### config.mk
export PLATFORM = sky130hd
export DESIGN_NAME = lnctl_top
export DESIGN_NICKNAME = d
export VERILOG_FILES = /design/src/rtl/lnctl_pkg.sv /design/src/rtl/lnctl_sync.sv /design/src/rtl/lnctl_latch.sv /design/src/rtl/lnctl_vflag.sv /design/src/rtl/lnctl_top.sv
export SDC_FILE = /design/constraint.sdc
export NUM_CORES = 1
export LEC_CHECK = 0
export BUFFER_PORTS_ARGS = -buffer_cell sky130_fd_sc_hd__buf_2
export CAP_MARGIN = 15
export CORE_MARGIN = 5
export CORE_UTILIZATION = 30
export CTS_CLUSTER_SIZE = 28
export DETAILED_ROUTE_END_ITERATION = 16
export PLACE_DENSITY = 0.57
export SLEW_MARGIN = 20
export SYNTH_ARGS = -nofsm -noshare
export SYNTH_HDL_FRONTEND = slang
export SYNTH_SLANG_ARGS = --single-unit
### constraint.sdc
create_clock -name clk -period 1.69 [get_ports clk]
set_clock_uncertainty 0.05 [all_clocks]
set_input_delay 0.0845 -clock clk [delete_from_list [all_inputs] [get_ports clk]]
set_output_delay 0.0845 -clock clk [all_outputs]
set_load 0.02 [all_outputs]
### src/rtl/lnctl_pkg.sv
package lnctl_pkg;

    // bundle of asynchronous control lines brought into the fast domain
    typedef struct packed {
        logic msi;
        logic en;
        logic lpn;
        logic pwr;
    } lines_t;

    localparam int LINES_W = $bits(lines_t);

    // transparent, powered, enabled, frame low
    localparam lines_t LINES_RST = '{msi: 1'b0, en: 1'b1, lpn: 1'b1, pwr: 1'b1};

    typedef struct packed {
        logic lpn;
        logic pwr;
    } ctrl_t;

    localparam ctrl_t CTRL_RST = '{lpn: 1'b1, pwr: 1'b1};

    function automatic logic rise_of(input logic cur, input logic prev);
        return cur & ~prev;
    endfunction

endpackage

### src/rtl/lnctl_sync.sv
module lnctl_sync #(
    parameter int             WIDTH   = 4,
    parameter int             STAGES  = 2,
    parameter logic [WIDTH-1:0] RST_VAL = '0
) (
    input  logic             clk,
    input  logic             rst,
    input  logic [WIDTH-1:0] d_async,
    output logic [WIDTH-1:0] q_sync
);
    logic [WIDTH-1:0] chain [STAGES];

    for (genvar s = 0; s < STAGES; s++) begin : g_stage
        if (s == 0) begin : g_first
            always_ff @(posedge clk) begin
                if (rst) chain[s] <= RST_VAL;
                else     chain[s] <= d_async;
            end
        end else begin : g_next
            always_ff @(posedge clk) begin
                if (rst) chain[s] <= RST_VAL;
                else     chain[s] <= chain[s-1];
            end
        end
    end

    assign q_sync = chain[STAGES-1];
endmodule

### src/rtl/lnctl_latch.sv
module lnctl_latch
    import lnctl_pkg::*;
(
    input  logic  clk,
    input  logic  rst,
    input  logic  en_s,
    input  ctrl_t live,
    output ctrl_t eff
);
    ctrl_t held;

    always_ff @(posedge clk) begin
        if (rst)       held <= CTRL_RST;
        else if (en_s) held <= live;
    end

    assign eff = en_s ? live : held;

    AST_FROZEN_WHILE_LOW: assert property (@(posedge clk) disable iff (rst)
        (!en_s && !$past(en_s)) |-> $stable(eff));
endmodule

### src/rtl/lnctl_vflag.sv
module lnctl_vflag #(
    parameter int DECAY_EDGES = 3
) (
    input  logic clk,
    input  logic rst,
    input  logic pwr,
    input  logic frame_evt,
    input  logic burst_done,
    input  logic burst_good,
    output logic valid
);
    localparam int CNT_W = $clog2(DECAY_EDGES + 1);
    localparam logic [CNT_W-1:0] CNT_LAST = CNT_W'(DECAY_EDGES - 1);

    logic             frame_res;
    logic [CNT_W-1:0] cnt;

    // result of the latest burst inside the current frame
    always_ff @(posedge clk) begin
        if (rst)             frame_res <= 1'b0;
        else if (frame_evt)  frame_res <= 1'b0;
        else if (burst_done) frame_res <= burst_good;
    end

    always_ff @(posedge clk) begin
        if (rst) begin
            valid <= 1'b0;
            cnt   <= '0;
        end else if (pwr) begin
            cnt <= '0;
            if (frame_evt) valid <= burst_done ? burst_good : frame_res;
        end else if (burst_done) begin
            valid <= burst_good;
            cnt   <= '0;
        end else if (frame_evt && valid) begin
            if (cnt == CNT_LAST) begin
                valid <= 1'b0;
                cnt   <= '0;
            end else begin
                cnt <= cnt + 1'b1;
            end
        end
    end

    AST_PWR_ONLY_ON_FRAME: assert property (@(posedge clk) disable iff (rst)
        (pwr && !frame_evt) |=> $stable(valid));
    AST_DOWN_RISE_NEEDS_BURST: assert property (@(posedge clk) disable iff (rst)
        (!pwr && !burst_done) |=> !$rose(valid));
    AST_DECAY_CNT_RANGE: assert property (@(posedge clk) disable iff (rst)
        cnt <= CNT_LAST);
    AST_DOWN_BURST_LOADS: assert property (@(posedge clk) disable iff (rst)
        (!pwr && burst_done) |=> (valid == $past(burst_good)));
endmodule

### src/rtl/lnctl_top.sv
module lnctl_top
    import lnctl_pkg::*;
#(
    parameter int SYNC_STAGES = 2,
    parameter int DECAY_EDGES = 3
) (
    input  logic clk,
    input  logic rst,
    input  logic frame_ref,
    input  logic sig_en_n,
    input  logic loop_req_n,
    input  logic pwr_req,
    input  logic burst_done,
    input  logic burst_good,
    input  logic tx_active,
    output logic loop_eff_n,
    output logic pwr_eff,
    output logic loop_path_sel,
    output logic line_idle,
    output logic valid_flag,
    output logic data_oe
);
    lines_t raw, syn;
    logic   msi_prev;
    logic   frame_evt;
    ctrl_t  live, eff;

    assign raw = '{msi: frame_ref, en: sig_en_n, lpn: loop_req_n, pwr: pwr_req};

    lnctl_sync #(
        .WIDTH   (LINES_W),
        .STAGES  (SYNC_STAGES),
        .RST_VAL (LINES_RST)
    ) u_sync (
        .clk     (clk),
        .rst     (rst),
        .d_async (raw),
        .q_sync  (syn)
    );

    always_ff @(posedge clk) begin
        if (rst) msi_prev <= 1'b0;
        else     msi_prev <= syn.msi;
    end

    assign frame_evt = rise_of(syn.msi, msi_prev);

    assign live = '{lpn: syn.lpn, pwr: syn.pwr};

    lnctl_latch u_latch (
        .clk  (clk),
        .rst  (rst),
        .en_s (syn.en),
        .live (live),
        .eff  (eff)
    );

    lnctl_vflag #(
        .DECAY_EDGES (DECAY_EDGES)
    ) u_vflag (
        .clk        (clk),
        .rst        (rst),
        .pwr        (eff.pwr),
        .frame_evt  (frame_evt),
        .burst_done (burst_done),
        .burst_good (burst_good),
        .valid      (valid_flag)
    );

    assign loop_eff_n    = eff.lpn;
    assign pwr_eff       = eff.pwr;
    assign loop_path_sel = eff.pwr & ~eff.lpn;
    assign line_idle     = ~tx_active | loop_path_sel | ~eff.pwr;
    assign data_oe       = syn.en;

    AST_LOOP_HOLDS_LINE: assert property (@(posedge clk) disable iff (rst)
        loop_path_sel |-> line_idle);
    AST_LOOP_NEEDS_PWR: assert property (@(posedge clk) disable iff (rst)
        loop_path_sel |-> (pwr_eff && !loop_eff_n));
    AST_OE_LAGS_ENABLE: assert property (@(posedge clk) disable iff (rst)
        (!$past(sig_en_n, 2) && !$past(rst, 2) && !$past(rst)) |-> !data_oe);
endmodule

Word level (Yosys, flattened, before mapping)
Memories as Yosys holds them, arrays and structs flattened.
Index checks and enable logic that the tools add are counted.
- add/subtract/negate cells: 1
- equality and inequality tests: 2
- mux-type cells: 13
- bitwise logic cells: 10
- reduce and logical (&&, ||, !) cells: 6
- operators with widths (kind ; count):
    1-bit 2-to-1 mux ; 9
    4-bit 2-to-1 mux ; 2
    3-bit nonzero test ; 2
    2-bit 2-to-1 mux ; 2
    1-bit inverter ; 4
    1-bit OR ; 4
    3-bit AND reduction ; 1
    3-bit OR reduction ; 1
    2-bit by 1-bit adder with 2-bit output (second input constant) ; 1
    1-bit AND ; 2
    2-bit equality test (second input constant) ; 1
    2-bit by 1-bit inequality test with 1-bit output (second input constant) ; 1
    2-bit OR reduction ; 1
    1-bit logical AND ; 1
- flip-flop bits (word level): 7
- RAM bits: 8
- input port bits: 9
- output and inout bits: 6
- logic and storage cells: 39
- memories: 1
- memories (memory ; depth ; bits a word ; rd ports ; clocked after memory_dff ; write ports ; line ; source):
    u_sync.chain ; 2 ; 4 ; 2 ; 0 ; 2 ; lnctl_sync.sv:11 ; logic [WIDTH-1:0] chain [STAGES];

Depth between registers and ports, before layout
- word-level depth: 6
- gate-level depth with buffers: 5
- mapped depth without buffers: 5

By module
From an unflattened synthesis, not the netlist that was laid out.
- cell total of the unflattened synthesis: 48
- area, all modules: 525.5 um^2
- modules (own cells, without submodules) (module ; times used ; cells each ; area each (um^2) ; seq. area each (um^2)):
    lnctl_sync ; 1 ; 16 ; 210.2 ; 160.2
    lnctl_vflag ; 1 ; 21 ; 188.9 ; 80.1
    lnctl_latch ; 1 ; 6 ; 82.6 ; 40.0
    lnctl_top ; 1 ; 5 ; 43.8 ; 20.0

Worst setup path before layout
No wires, ideal clock.
- kind: reg-to-reg
- start point: memory u_sync.chain[1][2]
- end point: register u_vflag.valid
- setup time: 129 ps
- arrival time: 1357 ps
- required time: 1511 ps
- setup slack: 154 ps
- stages on the path, launching flop included: 6
- path buffers: 0
- clock period less this slack: 1536 ps
- path through: dfxtp_1 > mux2i_2 > inv_2 > nor4_1 > or3_1 > a211oi_2
- RTL lines (what ; line ; source):
    start, declared ; lnctl_sync.sv:11 ;
    end signal, assigned ; lnctl_vflag.sv:31 ; if (frame_evt) valid <= burst_done ? burst_good : frame_res;
    end signal, assigned ; lnctl_vflag.sv:33 ; valid <= burst_good;
    end, declared ; lnctl_vflag.sv:10 ; output logic valid

==> flow_summary.toml <==
[die]
die_w_um = 51.9
die_area_um2 = 2690
start_util_pct = 31.2
ios = 15
core_area_um2 = 1690
rows = 15
die_y_um = 51.9

[power]
p_total_w = 0.000656
p_per_area_nw_per_um2 = 945
p_leak_nw = 0.278
vdd_drop_max_v = 0.000504

[clock_network]
htreeDepth = 1
cts_buffer_depth = 2
clockRootBuffer = "clkbuf_4"
clock_latency_ns = 0.29
cts_resized = 0
postCtsHoldBufs = 5
cts_tree = "yes"
post_cts_buffers = 0
cts.sinks = 15
cts_inserted_buffers = 3
clk_pin_slew_ns = 0.10

[detailed_routing]
drt_iter0_drc = 13
viasPerCell = 4.79
wl_per_cell_um = 10.5
totalWireLength_um = 936
ant_nets = 0
drc = 0
dr.pass1.iters = 5
num_vias = 426

[sta]
worst_pin_slew_ns = 0.341
tns_ns = 0
slew-limit-headroom_pct = 76.8
fmax_mhz = 646
finalHoldViolCount = 0
setup_viol = 0
min_period_over_period_pct = 91.6
worst_slack_ns = 0.142
rsz0062_at_grt = "no"
slew_violations = 0
fin_crit_ns = 1.55
holdWs_ns = 0.0500

[setup_path]
worstPathArrival_ns = 1.41
critPathMaxFanout = 6
path_class = "register to output pin"
worstSetupStartpointType = "register"
crit_required_ns = 1.56
worstSetupEndpointType = "output pin"

[run]
cap_viol_max_count = 0

[yosys]
yosysUniqueCellTypes = 22
synth_nets = 59
ys_async_sr_fraction_pct = 0
synth_edf_count = 0
ys_warn_count = 0
synthFlopType = "dfxtp_1"
syn_avg_cell_area_um2 = 10.5
syn-cell-area_um2 = 527
synth.ff_latch_count = 15
seq_area_frac_synth_pct = 57.0
synth_cells = 50

[grt]
grt_usage_pct = 8.89
grt_pass1_wl_mm = 1.64
grt_max_degree = 14
grt_antenna_before_repair = 0
grt_overflow = 0
first_global_vias = 384

[place]
port-buffer-count = 14
place_ws_ns = 0.226
gp_congestion = 0.747
dp_hpwl_um = 689

[cells_and_area]
drive_above_1_share_pct = 40.3
area_growth_pct = 31.8
nNetsFinal = 82
n_antenna_cell = 0

[run_status]
outcome = "finished clean"

[worst_hold_path]
min_path_type = "primary input to register"
per-layer routing:
layer  vias to the layer above  track usage [%]  wire length, um
met5                         -                0                0
met4                         0             3.93               26
met1                       193             9.54              421
met2                        15             13.4              397
met3                         5             6.02               90
li1                        213                -                -
layout by cell type, fill, tap and decap left out:
master,Yosys,final
a211oi_1,1,1
a211oi_2,1,1
a21oi_1,2,2
a22oi_1,1,1
buf_2,0,14
clkbuf_4,0,3
clkinvlp_4,0,1
dfxtp_1,15,15
dlygate4sd3_1,0,5
inv_1,1,1
inv_2,1,1
mux2_2,1,1
mux2i_1,1,1
mux2i_2,1,1
nand2b_1,1,1
nand3_1,1,1
nand3b_1,1,1
nor2_1,3,3
nor2b_1,3,3
nor3_1,3,3
nor3b_1,2,2
nor4_1,1,1
or2_2,7,7
or2b_1,1,1
or3_1,1,1
cell families after synthesis:
| group | after synthesis | synth area share, % |
|---|---|---|
| and+or+nand+nor | 24 | 27.1 |
| DFF | 15 | 57.0 |
| AOI/OAI and AO/OA | 5 | 7.13 |
| muxes | 3 | 6.65 |
| buffers and inverters | 3 | 2.14 |
per-stage QoR:
stage,std cells,instance area (um^2),util (%)
2_1_floorplan,50,527,-
3_3_place_gp,80,614,36.4
3_5_place_dp,80,614,36.4
4_1_cts,89,694,41.1
5_1_grt,89,694,41.1
6_report,89,694,41.1
Yosys cell counts, types with 2 or more instances:
cell      n  share of area (%)
a21oi_1   2                1.9
nor2_1    3                2.1
or2_2     7                8.3
nor3b_1   2                2.8
nor2b_1   3                3.6
nor3_1    3                2.8
dfxtp_1  15                 57
final cells by class:
type                            count  area, um^2
Inverter                            2        7.51
Multi-Input combinational cell     32         215
Clock inverter                      1        7.51
Timing Repair Buffer               19         120
Tap cell                           17        21.3
Clock buffer                        3        22.5
Sequential cell                    15         300
Fill cell                         163         995
where the power goes:
group          internal (W)  total [W]  switching, W
Sequential         0.000367   0.000373    0.00000603
Clock             0.0000901   0.000215      0.000125
Combinational     0.0000352  0.0000685     0.0000333
Total              0.000492   0.000656      0.000164
sequential cells by signal, indices dropped and copies added, names as in the netlist:
name	flops
msi_prev	1
u_latch.held	2
u_sync.chain	8
u_vflag.cnt	2
u_vflag.frame_res	1
u_vflag.valid	1
critical path, stage by stage, from the launching register on:
cell	delay [ns]
dfxtp_1	0.39
mux2i_2	0.38
inv_2	0.10
nand3_1	0.09
buf_2	0.16
path summary, 6_finish.rpt:
check | from | to | slack (ns) | cells past startpoint
max reg2reg | u_sync.chain[1][2] | u_vflag.valid | 0.20 | 5
min reg2reg | u_sync.chain[0][0] | u_sync.chain[1][0] | 0.37 | 1
min | rst | u_sync.chain[0][3] | 0.05 | 2
max | u_sync.chain[1][2] | line_idle | 0.14 | 4
Power figures use the tool's default switching activity.
